`src/rtl/ioprog_screen_pkg.sv`:
```
package ioprog_screen_pkg;

  localparam int WORD_W = 16;

  typedef enum logic [2:0] {
    OP_JMP      = 3'd0,
    OP_WAIT     = 3'd1,
    OP_IN       = 3'd2,
    OP_OUT      = 3'd3,
    OP_PUSHPULL = 3'd4,
    OP_MOV      = 3'd5,
    OP_IRQ      = 3'd6,
    OP_SET      = 3'd7
  } opcode_e;

  typedef enum logic [3:0] {
    RS_OK         = 4'd0,
    RS_IRQ        = 4'd1,
    RS_JMP_RANGE  = 4'd2,
    RS_WAIT_IRQ   = 4'd3,
    RS_WAIT_PIN   = 4'd4,
    RS_IN_RSVD    = 4'd5,
    RS_OUT_DEST   = 4'd6,
    RS_PIN_POLICY = 4'd7,
    RS_MOV_DEST   = 4'd8,
    RS_MOV_SRC    = 4'd9,
    RS_MOV_OP     = 4'd10,
    RS_SET_DEST   = 4'd11,
    RS_FIXED_BITS = 4'd12
  } reason_e;

  // destinations 000 and 100 address pin levels or pin directions
  function automatic logic is_pin_target(input logic [2:0] dst);
    return (dst == 3'b000) || (dst == 3'b100);
  endfunction

  function automatic logic set_dest_reserved(input logic [2:0] dst);
    return (dst == 3'b011) || (dst[2] && (dst[1:0] != 2'b00));
  endfunction

endpackage

```
`src/rtl/ioprog_decode.sv`:
```
module ioprog_decode
  import ioprog_screen_pkg::*;
#(
  parameter int ADDR_W  = 5,
  parameter int PIN_WIN = 8
) (
  input  logic [WORD_W-1:0] word_i,
  input  logic [ADDR_W:0]   len_i,
  input  logic              pin_write_en_i,
  output reason_e           reason_o,
  output logic              jmp_out_of_range_o,
  output logic              pin_policy_hit_o
);

  localparam int LEN_W = ADDR_W + 1;
  localparam logic [4:0] PIN_LIM = 5'(PIN_WIN);

  opcode_e            op;
  logic [2:0]         fld_hi;
  logic [1:0]         wait_src;
  logic [4:0]         fld_lo;
  logic [ADDR_W-1:0]  jmp_addr;
  logic               unused_delay;

  assign op           = opcode_e'(word_i[15:13]);
  assign fld_hi       = word_i[7:5];
  assign wait_src     = word_i[6:5];
  assign fld_lo       = word_i[4:0];
  assign jmp_addr     = word_i[ADDR_W-1:0];
  assign unused_delay = ^word_i[12:8];

  assign jmp_out_of_range_o = (op == OP_JMP) && (LEN_W'({1'b0, jmp_addr}) >= len_i);
  assign pin_policy_hit_o   = ((op == OP_OUT) || (op == OP_SET)) && is_pin_target(fld_hi)
                              && !pin_write_en_i;

  always_comb begin
    reason_o = RS_OK;
    unique case (op)
      OP_JMP:  if (jmp_out_of_range_o) reason_o = RS_JMP_RANGE;
      OP_WAIT: begin
        if (wait_src == 2'b10) reason_o = RS_WAIT_IRQ;
        else if (wait_src != 2'b11 && fld_lo >= PIN_LIM) reason_o = RS_WAIT_PIN;
      end
      OP_IN:   if (fld_hi[2:1] == 2'b10) reason_o = RS_IN_RSVD;
      OP_OUT: begin
        if (fld_hi == 3'b101 || fld_hi == 3'b111) reason_o = RS_OUT_DEST;
        else if (pin_policy_hit_o) reason_o = RS_PIN_POLICY;
      end
      OP_PUSHPULL: if (|fld_lo) reason_o = RS_FIXED_BITS;
      OP_MOV: begin
        if (fld_hi == 3'b011 || fld_hi == 3'b101) reason_o = RS_MOV_DEST;
        else if (word_i[4:3] == 2'b11) reason_o = RS_MOV_OP;
        else if (word_i[2:0] == 3'b100) reason_o = RS_MOV_SRC;
      end
      OP_IRQ: reason_o = RS_IRQ;
      OP_SET: begin
        if (set_dest_reserved(fld_hi)) reason_o = RS_SET_DEST;
        else if (pin_policy_hit_o) reason_o = RS_PIN_POLICY;
      end
      default: reason_o = RS_OK;
    endcase
  end

endmodule

```
`src/rtl/ioprog_track.sv`:
```
module ioprog_track
  import ioprog_screen_pkg::*;
#(
  parameter int IDX_W = 8
) (
  input  logic             clk_i,
  input  logic             rst_ni,
  input  logic             start_i,
  input  logic             valid_i,
  input  reason_e          reason_i,
  output logic             verdict_valid_o,
  output logic             verdict_ok_o,
  output reason_e          verdict_reason_o,
  output logic             fail_o,
  output logic [IDX_W-1:0] fail_index_o,
  output reason_e          fail_reason_o
);

  logic [IDX_W-1:0] idx_q;
  logic [IDX_W-1:0] cur_idx;
  logic             word_bad;
  logic             first_bad;

  assign cur_idx   = start_i ? '0 : idx_q;
  assign word_bad  = valid_i && (reason_i != RS_OK);
  assign first_bad = word_bad && (start_i || !fail_o);

  always_ff @(posedge clk_i or negedge rst_ni) begin
    if (!rst_ni) begin
      idx_q            <= '0;
      verdict_valid_o  <= 1'b0;
      verdict_ok_o     <= 1'b0;
      verdict_reason_o <= RS_OK;
      fail_o           <= 1'b0;
      fail_index_o     <= '0;
      fail_reason_o    <= RS_OK;
    end else begin
      idx_q            <= valid_i ? cur_idx + 1'b1 : cur_idx;
      verdict_valid_o  <= valid_i;
      verdict_ok_o     <= valid_i && (reason_i == RS_OK);
      verdict_reason_o <= valid_i ? reason_i : RS_OK;
      if (first_bad) begin
        fail_o        <= 1'b1;
        fail_index_o  <= cur_idx;
        fail_reason_o <= reason_i;
      end else if (start_i) begin
        fail_o        <= 1'b0;
        fail_index_o  <= '0;
        fail_reason_o <= RS_OK;
      end
    end
  end

  // one verdict cycle per presented word
  a_r1_verdict_follows: assert property (@(posedge clk_i) disable iff (!rst_ni)
    valid_i |=> verdict_valid_o);
  a_r1_no_spurious_verdict: assert property (@(posedge clk_i) disable iff (!rst_ni)
    !valid_i |=> !verdict_valid_o);
  // the failure record holds until a new start
  a_r11_fail_sticky: assert property (@(posedge clk_i) disable iff (!rst_ni)
    fail_o && !start_i |=> fail_o);
  a_r11_record_held: assert property (@(posedge clk_i) disable iff (!rst_ni)
    fail_o && !start_i |=> $stable(fail_index_o) && $stable(fail_reason_o));
  // a start with no word clears the record
  a_r12_start_clears: assert property (@(posedge clk_i) disable iff (!rst_ni)
    start_i && !valid_i |=> !fail_o && fail_index_o == '0);
  // a rejected verdict always comes with the fail flag
  a_r11_flag_on_reject: assert property (@(posedge clk_i) disable iff (!rst_ni)
    verdict_valid_o && !verdict_ok_o |-> fail_o);

endmodule

```
`src/rtl/ioprog_screen.sv`:
```
module ioprog_screen
  import ioprog_screen_pkg::*;
#(
  parameter int ADDR_W  = 5,
  parameter int IDX_W   = 8,
  parameter int PIN_WIN = 8
) (
  input  logic             clk_i,
  input  logic             rst_ni,
  input  logic             start_i,
  input  logic [ADDR_W:0]  prog_len_i,
  input  logic             pin_write_en_i,
  input  logic             word_valid_i,
  input  logic [15:0]      word_i,
  output logic             verdict_valid_o,
  output logic             verdict_ok_o,
  output logic [3:0]       verdict_reason_o,
  output logic             prog_fail_o,
  output logic [IDX_W-1:0] fail_index_o,
  output logic [3:0]       fail_reason_o
);

  logic [ADDR_W:0] len_q;
  logic [ADDR_W:0] eff_len;
  reason_e         word_reason;
  reason_e         v_reason;
  reason_e         f_reason;
  logic            jmp_oor;
  logic            pin_hit;

  assign eff_len = start_i ? prog_len_i : len_q;

  always_ff @(posedge clk_i or negedge rst_ni) begin
    if (!rst_ni)      len_q <= '0;
    else if (start_i) len_q <= prog_len_i;
  end

  ioprog_decode #(.ADDR_W(ADDR_W), .PIN_WIN(PIN_WIN)) u_decode (
    .word_i             (word_i),
    .len_i              (eff_len),
    .pin_write_en_i     (pin_write_en_i),
    .reason_o           (word_reason),
    .jmp_out_of_range_o (jmp_oor),
    .pin_policy_hit_o   (pin_hit)
  );

  ioprog_track #(.IDX_W(IDX_W)) u_track (
    .clk_i            (clk_i),
    .rst_ni           (rst_ni),
    .start_i          (start_i),
    .valid_i          (word_valid_i),
    .reason_i         (word_reason),
    .verdict_valid_o  (verdict_valid_o),
    .verdict_ok_o     (verdict_ok_o),
    .verdict_reason_o (v_reason),
    .fail_o           (prog_fail_o),
    .fail_index_o     (fail_index_o),
    .fail_reason_o    (f_reason)
  );

  assign verdict_reason_o = v_reason;
  assign fail_reason_o    = f_reason;

  // interrupt opcode never passes
  a_r2_irq_rejected: assert property (@(posedge clk_i) disable iff (!rst_ni)
    word_valid_i && word_i[15:13] == 3'b110 |=> verdict_valid_o && !verdict_ok_o);
  // out-of-range jump is flagged and rejected
  a_r3_jump_bound: assert property (@(posedge clk_i) disable iff (!rst_ni)
    word_valid_i && jmp_oor |=> !verdict_ok_o && verdict_reason_o == 4'd2);
  // pin write without policy never passes
  a_r6_pin_policy: assert property (@(posedge clk_i) disable iff (!rst_ni)
    word_valid_i && pin_hit |=> !verdict_ok_o);
  // execute destination of an out never passes
  a_r6_exec_dest: assert property (@(posedge clk_i) disable iff (!rst_ni)
    word_valid_i && word_i[15:13] == 3'b011 && word_i[7:5] == 3'b111
    |=> verdict_reason_o == 4'd6);
  // an accepted verdict carries reason 0
  a_r1_ok_reason_zero: assert property (@(posedge clk_i) disable iff (!rst_ni)
    verdict_ok_o |-> verdict_valid_o && verdict_reason_o == 4'd0);

endmodule

```
`config.mk`:
```
export PLATFORM = sky130hd
export DESIGN_NAME = ioprog_screen
export DESIGN_NICKNAME = d
export VERILOG_FILES = /design/src/rtl/ioprog_screen_pkg.sv /design/src/rtl/ioprog_decode.sv /design/src/rtl/ioprog_track.sv /design/src/rtl/ioprog_screen.sv
export SDC_FILE = /design/constraint.sdc
export NUM_CORES = 1
export LEC_CHECK = 0
export BUFFER_PORTS_ARGS = -buffer_cell sky130_fd_sc_hd__buf_4
export CORE_ASPECT_RATIO = 0.7
export CORE_MARGIN = 1.5
export CORE_UTILIZATION = 40
export DETAILED_ROUTE_END_ITERATION = 6
export PLACE_DENSITY = 0.7
export REMOVE_ABC_BUFFERS = 1
export SYNTH_ARGS = -nofsm -noshare
export SYNTH_HDL_FRONTEND = slang
export SYNTH_HIERARCHICAL = 1
export SYNTH_SLANG_ARGS = --single-unit
```
`constraint.sdc`:
```
create_clock -name clk_i -period 3.7 [get_ports clk_i]
set_input_delay 0.37 -clock clk_i [delete_from_list [all_inputs] [get_ports clk_i]]
set_output_delay 0.37 -clock clk_i [all_outputs]
set_load 0.02 [all_outputs]
```
==> results of run 1 <==
[cell type report]
cell class | count | area share, %
multi-input combinational | 120 | 39.8
clock inverter | 2 | 0.457
sequential | 33 | 37.7
clock buffer | 6 | 3.31
tap | 52 | 2.97
timing repair buffer | 41 | 14.0
inverter | 10 | 1.71
[final timing paths]
| kind | from | to | slack (ps) | cells after the start |
|---|---|---|---|---|
| max | len_q[3] | u_track/fail_reason_o[0] | 620 | 10 |
| min | rst_ni | u_track/verdict_reason_o[3] | 20 | 1 |
| max reg2reg | len_q[3] | u_track/fail_reason_o[0] | 620 | 10 |
| min reg2reg | len_q[1] | len_q[1] | 490 | 1 |
| max in group asynchronous | rst_ni | u_track/fail_reason_o[1] | 3380 | 1 |
| min in group clk_i | word_valid_i | u_track/verdict_valid_o | 320 | 1 |
[per-stage QoR]
step | hold slack (ps) | utilization, % | total power (uW) | setup WS, ps | instances
finish | 17.4 | 53.9 | 821 | 624 | 264
global route | 47.8 | 53.9 | 869 | 392 | 264
CTS | 32.5 | 53.9 | 832 | 653 | 264
detailed placement | 339 | 51.9 | 570 | 431 | 256
global placement | 334 | 51.9 | 566 | 462 | 256
floorplan | 74.4 | - | 491 | 1030 | 163
[placed cells by master, fill, tap and decap left out, drive strengths merged, types with 6 or more instances in the layout]
master / instances
nand2: 11
buf: 41
dfrtp: 33
a21oi: 10
ha: 6
mux2: 6
clkbuf: 6
nand3: 7
inv: 10
o21ai: 11
nand2b: 7
[layer usage]
layer,wire [microns],share of wire (%),vias up
met5,0,0,-
met3,253,6.5,6
met2,1610,41,41
met1,1970,51,667
li1,-,-,701
met4,53,1.4,0
[state kept, by name, summed over array words and instances (netlist names)]
signal	flops
u_track/fail_index_o	8
u_track/fail_reason_o	4
u_track/verdict_valid_o	1
len_q	6
u_track/verdict_ok_o	1
u_track/verdict_reason_o	4
u_track/idx_q	8
u_track/fail_o	1
[report_power, final]
part	internal, uW	switching (uW)	leakage (uW)
Sequential	382	15.1	0.000435
Clock	130	127	0.0000450
Combinational	73.0	93.1	0.000561
==> flow_summary.json, run 1 <==
{
  "outcome": "completed",
  "htreeDepth": 2,
  "fill_cells": 386,
  "grt-busiest-layer": "met1",
  "root_buffer": "clkbuf_8",
  "drv_slew": 0,
  "drc": 0,
  "drive_gt1_share_pct": 31.1,
  "cp_slowest_cell": "o41ai_4",
  "grt_pass1_wl_microns": 6810,
  "ioPinCount": 46,
  "grt.overflow.total": 0,
  "power.density_nw_per_um2": 375,
  "crit_type": "flip-flop to flip-flop",
  "routedWlPerCell_microns": 14.7,
  "cts_made_buffers": 5,
  "clk_pin_slew_worst_paths_ps": 70,
  "fmax_mhz": 325,
  "slew_headroom_pct": 56.0,
  "syn-cell-area_sq_um": 1760,
  "cts_tree": "done",
  "hpwl_microns": 2920,
  "fp.dieH_microns": 58.5,
  "max_stage_delay_ps": 690,
  "critical_path_buf_inv_count": 1,
  "yosysWarnings": 6,
  "power.leakage_uw": 0.00104,
  "skew_ps": 6.70,
  "end_kind": "flip-flop",
  "ir_worst_vdd_mv": 0.244,
  "postCtsSetupBuffers": 0,
  "tightest_slew_ps": 658,
  "worstPathCellList": "mux2_4 -> inv_1 -> ha_1 -> a21o_1 -> a21oi_1 -> o21ai_0 -> a2111o_1 -> o41ai_4 -> a21oi_2 -> a22o_1",
  "grt.met2_usage_pct": 27.3,
  "cts_buffer_depth": 2,
  "antenna_found_initial": 0,
  "cts.sinks": 33,
  "hold_class": "input port to async pin",
  "maxCapViolCount": 0,
  "multi_input_area_sq_um": 872,
  "layout.nets": 244,
  "grtUsageTotal_pct": 19.0,
  "dpl_cell_area_sq_um": 2110,
  "drtPass1Iterations": 4,
  "ant_nets": 0,
  "std_cell_rows": 19,
  "drt-total-wl_microns": 3890,
  "routabilityCongestion": 0.906,
  "setup_violations": 0,
  "die-area_sq_um": 4820,
  "coreArea_sq_um": 4070,
  "use_met3_pct": 6.05,
  "initial_core_util_pct": 43.3,
  "fin_crit_sh_pct": 83.1,
  "fin_crit_ps": 3080,
  "worstPathMaxFanout": 10,
  "vias_per_cell": 5.36,
  "met1_usage_pct": 27.6,
  "insertion_delay_ps": 280,
  "cts_hold_buf": 0,
  "hold_viol": 0,
  "diodes": 0,
  "post_cts_resized": 0,
  "drt_iter0_markers": 120,
  "final_area_sq_um": 2190,
  "cp_top_family": "compound AO/OA/AOI/OAI gates",
  "areaGrowthSynthToFinish_pct": 24.4,
  "first_global_vias": 1411,
  "setup_tns_ps": 0,
  "io_buffer_count": 40,
  "cp.arrival_ps": 3240,
  "cp-start-kind": "flip-flop",
  "rsz0062_at_grt": "false",
  "dr_total_vias": 1415,
  "grt_max_degree": 34,
  "crit_required_ps": 3870,
  "avgSynthCellArea_sq_um": 10.5,
  "seq_area_sq_um": 826,
  "synthCells": 168,
  "fp.dieW_microns": 82.3
}
No activity file was read; power rests on OpenSTA's default activity.
==> inputs of run 2 (changes only) <==
--- a/config.mk
+++ b/config.mk
@@ -10,7 +10,7 @@
 export CORE_MARGIN = 1.5
 export CORE_UTILIZATION = 40
 export DETAILED_ROUTE_END_ITERATION = 6
-export PLACE_DENSITY = 0.7
+export PLACE_DENSITY = 0.73
 export REMOVE_ABC_BUFFERS = 1
 export SYNTH_ARGS = -nofsm -noshare
 export SYNTH_HDL_FRONTEND = slang
==> constraint.sdc (replaced) <==
create_clock -name clk_i -period 2.5 [get_ports clk_i]
set_input_delay 0.25 -clock clk_i [delete_from_list [all_inputs] [get_ports clk_i]]
set_output_delay 0.25 -clock clk_i [all_outputs]
set_load 0.02 [all_outputs]
==> run 2 against run 1 <==
  * The flow now finishes with violations (negative setup slack)
  * Clock skew is 3.9 ps higher
  * Final cell count is 5.3% higher
  * Core utilization is 5.1 points higher
  * Power is 71% higher
  * Register-to-register slack worse by 690 ps
  * Critical path type unchanged
  * Critical endpoint is now u_track/fail_reason_o[3]
==> flow_summary.json, run 2 (same netlist as run 1, synthesis figures left out) <==
{
  "outcome": "finished, violations left",
  "violations": "negative setup slack",
  "p_total_uw": 1400,
  "tightest_slew_ps": 437,
  "hold_class": "input port to flip-flop",
  "coreArea_sq_um": 4070,
  "fin_crit_sh_pct": 103,
  "swShare_pct": 26.2,
  "ioPinCount": 46,
  "power.density_nw_per_um2": 584,
  "drive_gt1_share_pct": 39.4,
  "top_regs": "u_track/fail_index_o: 8 flops, u_track/idx_q: 8 flops, len_q: 6 flops",
  "dr_total_vias": 1459,
  "grtUsageTotal_pct": 19.8,
  "ir_worst_vdd_mv": 0.429,
  "seq_power_share_pct": 41.8,
  "final_area_sq_um": 2400,
  "routedWlPerCell_microns": 14.9,
  "cts_buffer_depth": 2,
  "cp.arrival_ps": 2790,
  "drt-total-wl_microns": 4140,
  "grt_max_degree": 34,
  "fin_crit_ps": 2560,
  "switchingPower_uw": 366,
  "cp-start-kind": "flip-flop",
  "most-common-layout-cells": "buf_4 (52), dfrtp_1 (33), nand2_1 (11)",
  "hold_viol": 0,
  "drt_iter0_markers": 84,
  "drtPass1Iterations": 5,
  "cts_tree": "done",
  "cts.sinks": 33,
  "die-area_sq_um": 4820,
  "fmax_mhz": 390,
  "vias_per_cell": 5.25,
  "utilization_pct": 59.0,
  "antenna_found_initial": 0,
  "root_buffer": "clkbuf_8",
  "hpwl_microns": 3040,
  "setup_violations": 12,
  "areaGrowthSynthToFinish_pct": 36.2,
  "std_cell_rows": 19,
  "dpl_cell_area_sq_um": 2180,
  "fill_cells": 349,
  "ant_nets": 0,
  "p_comb_share_pct": 21.3,
  "io_buffer_count": 40,
  "rrSetupSlack_ps": -60,
  "setup_ws_ps": -62.9,
  "htreeDepth": 2,
  "crit_type": "flip-flop to flip-flop",
  "fp.dieW_microns": 82.3,
  "fp.dieH_microns": 58.5,
  "first_global_vias": 1415,
  "diodes": 0,
  "drc": 0,
  "insertion_delay_ps": 290,
  "clk_pin_slew_worst_paths_ps": 70,
  "power.leakage_uw": 0.00113,
  "place_ws_ps": -381,
  "grt.overflow.total": 0,
  "grt_pass1_wl_microns": 7070,
  "end_kind": "flip-flop",
  "crit_required_ps": 2730,
  "slew_headroom_pct": 70.6,
  "initial_core_util_pct": 43.3,
  "worstPathMaxFanout": 4,
  "skew_ps": 10.6,
  "clkPwrFrac_pct": 36.9,
  "routabilityCongestion": 0.839,
  "internal-power_uw": 1030,
  "layout_commonest_cell": "buf_4",
  "maxCapViolCount": 0,
  "drv_slew": 0,
  "layout.nets": 258,
  "cts_made_buffers": 5,
  "rsz0062_at_grt": "true"
}
==> run 2: layout make-up <==
class	count	area [sq um]	area share, %
multi-input combinational	120	931	38.8
clock inverter	1	30.0	1.25
inverter	10	37.5	1.56
tap	52	65.1	2.71
clock buffer	7	86.3	3.60
timing repair buffer	55	423	17.6
sequential	33	826	34.4
==> run 2: per-layer routing <==
layer	GRT usage, %	vias to the layer above	wire length, microns
li1	-	728	-
met1	31.7	697	2250
met2	25.3	29	1670
met3	4.81	5	171
met4	7.26	0	53
met5	0	-	0
==> run 2: per-stage QoR <==
stage,hold slack [ps],TNS (ps),instances
3_5_place_dp,215,-4310,265
6_report,194,-415,278
5_1_grt,185,-2010,278
2_1_floorplan,-45.6,-992,163
3_3_place_gp,212,-3690,265
4_1_cts,187,-447,278
==> run 2: timing repair <==
item	in CTS	in global routing
cloned	1	0
pin swaps	11	4
gates resized for setup	8	7
endpoints found under the setup margin	13	14
hold endpoints to repair	33	0
hold buffers	1	0
setup buffers	3	0
==> run 2: critical path: stages (launching register included) <==
cell and delay [ps]:
dfrtp_1 350, mux2_4 280, inv_2 70, ha_4 190, a21o_1 160, a21oi_2 110, o21ai_1 80, a2111o_1 480
o41a_1 390, a21oi_2 230, a22o_1 170
==> run 2: path summary, 6_finish.rpt <==
| check | cells after the start | endpoint | from |
|---|---|---|---|
| worst max-delay path | 10 | u_track/fail_reason_o[3] | len_q[3] |
| worst min-delay path | 1 | u_track/verdict_valid_o | word_valid_i |
| worst max register to register | 10 | u_track/fail_reason_o[3] | len_q[3] |
| worst min register to register | 1 | len_q[4] | len_q[4] |
| max in group asynchronous | 2 | len_q[4] | rst_ni |
| min in group asynchronous | 2 | u_track/fail_index_o[3] | rst_ni |
==> run 2: power groups by stage <==
stage          logic [uW]  registers, uW  clock network [uW]
6_report              298            585                 516
4_1_cts               291            585                 525
2_1_floorplan         115            612                   0
3_3_place_gp          257            595                   0
3_5_place_dp          263            595                   0
5_1_grt               326            590                 556
==> inputs of run 3 (changes only) <==
--- a/config.mk
+++ b/config.mk
@@ -6,13 +6,17 @@
 export NUM_CORES = 1
 export LEC_CHECK = 0
 export BUFFER_PORTS_ARGS = -buffer_cell sky130_fd_sc_hd__buf_4
+export CELL_PAD_IN_SITES_DETAIL_PLACEMENT = 0
+export CELL_PAD_IN_SITES_GLOBAL_PLACEMENT = 2
 export CORE_ASPECT_RATIO = 0.7
 export CORE_MARGIN = 1.5
-export CORE_UTILIZATION = 40
+export CORE_UTILIZATION = 29
 export DETAILED_ROUTE_END_ITERATION = 6
-export PLACE_DENSITY = 0.73
+export PLACE_DENSITY = 0.82
 export REMOVE_ABC_BUFFERS = 1
+export SLEW_MARGIN = 20
 export SYNTH_ARGS = -nofsm -noshare
 export SYNTH_HDL_FRONTEND = slang
 export SYNTH_HIERARCHICAL = 1
 export SYNTH_SLANG_ARGS = --single-unit
+export TNS_END_PERCENT = 20
==> run 3 against run 2 <==
  * The run still ends with negative setup slack left
  * Critical endpoint is now u_track/fail_index_o[7]
  * Non-clock buffer count grew 1
  * Clock-buffer cell count stayed put
  * Final cell count is 8.3% higher
  * First-iteration DRC count is 39% lower
  * Core utilization decreased by 17 points
  * Clock power down 23%
  * Setup slack lost 54 ps
  * Die area up 36%
  * Combinational power increased by 3%
  * Global-route usage shrank 5.5 points
  * Sequential power about the same
  * Sequential cell count is the same
==> flow_summary.json, run 3 (same netlist as run 1, synthesis figures left out) <==
{
  "power.density_nw_per_um2": 531,
  "cts_made_buffers": 5,
  "cp_slowest_cell": "a2111o_1",
  "root_buffer": "clkbuf_8",
  "grt_pass1_wl_microns": 7000,
  "critical_path_buf_inv_count": 2,
  "drt_iter0_markers": 51,
  "power.leakage_uw": 0.00113,
  "crit_required_ps": 2670,
  "ir_worst_vdd_mv": 0.226,
  "diodes": 0,
  "dr_total_vias": 1429,
  "place_ws_ps": -400,
  "first_global_vias": 1353,
  "initial_core_util_pct": 30.5,
  "worstPathCellList": "mux2_4 -> inv_2 -> ha_4 -> a21o_1 -> a21oi_2 -> o21ai_2 -> a2111o_1 -> o41ai_4 -> buf_4 -> nor3_2 -> a31o_2",
  "drv_slew": 0,
  "whs_ps": 213,
  "cp.arrival_ps": 2790,
  "end_kind": "flip-flop",
  "htreeDepth": 2,
  "outcome": "finished, violations left",
  "crit_type": "flip-flop to flip-flop",
  "violations": "negative setup slack",
  "drive_gt1_share_pct": 38.9,
  "slew_headroom_pct": 71.8,
  "routabilityCongestion": 0.742,
  "maxCapViolCount": 0,
  "die-area_sq_um": 6560,
  "cp-start-kind": "flip-flop",
  "grt.overflow.total": 0,
  "fin_crit_sh_pct": 105,
  "setup_violations": 12,
  "fp.dieW_microns": 96.2,
  "hpwl_microns": 3250,
  "top_regs": "u_track/fail_index_o: 8 flops, u_track/idx_q: 8 flops, len_q: 6 flops",
  "drc": 0,
  "fin_cells": 301,
  "cts.sinks": 33,
  "most-common-layout-cells": "buf_4 (52), dfrtp_1 (33), nand2_1 (11)",
  "seq_area_sq_um": 826,
  "layout_commonest_cell": "buf_4",
  "clk_pin_slew_worst_paths_ps": 60,
  "rsz0062_at_grt": "true",
  "vias_per_cell": 4.75,
  "fmax_mhz": 382,
  "io_buffer_count": 40,
  "routedWlPerCell_microns": 14.7,
  "layout.nets": 259,
  "setup_ws_ps": -117,
  "post-place-cells": 289,
  "fin_crit_ps": 2620,
  "fill_cells": 563,
  "skew_ps": 4.23,
  "antenna_found_initial": 0,
  "cts_buffer_depth": 2,
  "tightest_slew_ps": 424,
  "setup_tns_ps": -1060,
  "coreArea_sq_um": 5780,
  "drtPass1Iterations": 4,
  "cp_top_family": "compound AO/OA/AOI/OAI gates",
  "ant_nets": 0,
  "ioPinCount": 46,
  "cts_tree": "done",
  "max_stage_delay_ps": 430,
  "drt-total-wl_microns": 4430,
  "grtUsageTotal_pct": 14.4,
  "hold_class": "input port to flip-flop",
  "grt_max_degree": 34,
  "insertion_delay_ps": 280,
  "hold_viol": 0,
  "fp.dieH_microns": 68.2,
  "worstPathMaxFanout": 5,
  "std_cell_rows": 23,
  "areaGrowthSynthToFinish_pct": 37.9,
  "multi_input_area_sq_um": 933
}
run 3: cell types whose count changed in the layout (fill, tap and decap cells not counted), sizes merged:
cell | before | now
buf | 54 | 55
bufinv | 1 | 0
run 3: layout make-up:
class,instances,share of cell area [%]
Multi-Input combinational cell,120,38.4
Sequential cell,33,34.0
Timing Repair Buffer,56,18.6
Tap cell,75,3.86
Clock buffer,7,3.55
Inverter,10,1.55
run 3: worst paths after layout:
| path | slack [ps] | from | cells after the start | end |
|---|---|---|---|---|
| worst max-delay path | -120 | len_q[3] | 11 | u_track/fail_index_o[7] |
| min in group asynchronous | 460 | rst_ni | 2 | u_track/fail_index_o[6] |
| worst min register to register | 500 | len_q[4] | 1 | len_q[4] |
| worst min-delay path | 210 | word_valid_i | 1 | u_track/verdict_valid_o |
| max in group asynchronous | 1740 | rst_ni | 2 | u_track/idx_q[3] |
| worst max register to register | -120 | len_q[3] | 11 | u_track/fail_index_o[7] |
run 3: report_power, final:
group          total (uW)  switching (uW)  internal, uW
Sequential            587            21.0           566
Combinational         308             159           149
Clock                 395             177           218
run 3: through the flow:
stage	utilization, %	cell area [sq um]	power, uW
2_1_floorplan	-	1740	727
3_3_place_gp	38.7	2240	866
3_5_place_dp	38.7	2240	869
4_1_cts	41.5	2400	1290
5_1_grt	42.0	2430	1360
6_report	42.0	2430	1290
run 3: routing by layer:
metal  share of wire [%]  GRT usage [%]  routed length, microns  vias to the layer above
met5                   0              0                       0                        -
met4                   0           3.86                       0                        0
met3                 4.0           3.00                     176                        0
met2                  40           18.4                    1780                       28
met1                  56           23.4                    2470                      668
li1                    -              -                       -                      733
run 3: worst reg2reg max path: cells and delay by family, from the launching register on:
kind                     cells  cell delay [ps]
AO/OA/AOI/OAI                6             1380
adder cells (fa/ha/maj)      1              190
buffers and inverters        2              260
flip-flops                   1              360
multiplexers                 1              280
AND/OR/NAND/NOR              1               40
run 3: timing repair:
| action | in CTS | in global routing |
|---|---|---|
| hold buffers | 1 | 0 |
| resized for setup | 9 | 5 |
| pin swaps | 12 | 6 |
| hold endpoints to repair | 33 | 0 |
| cloned | 1 | 0 |
| endpoints found under the setup margin | 13 | 13 |
| setup buffers | 2 | 1 |
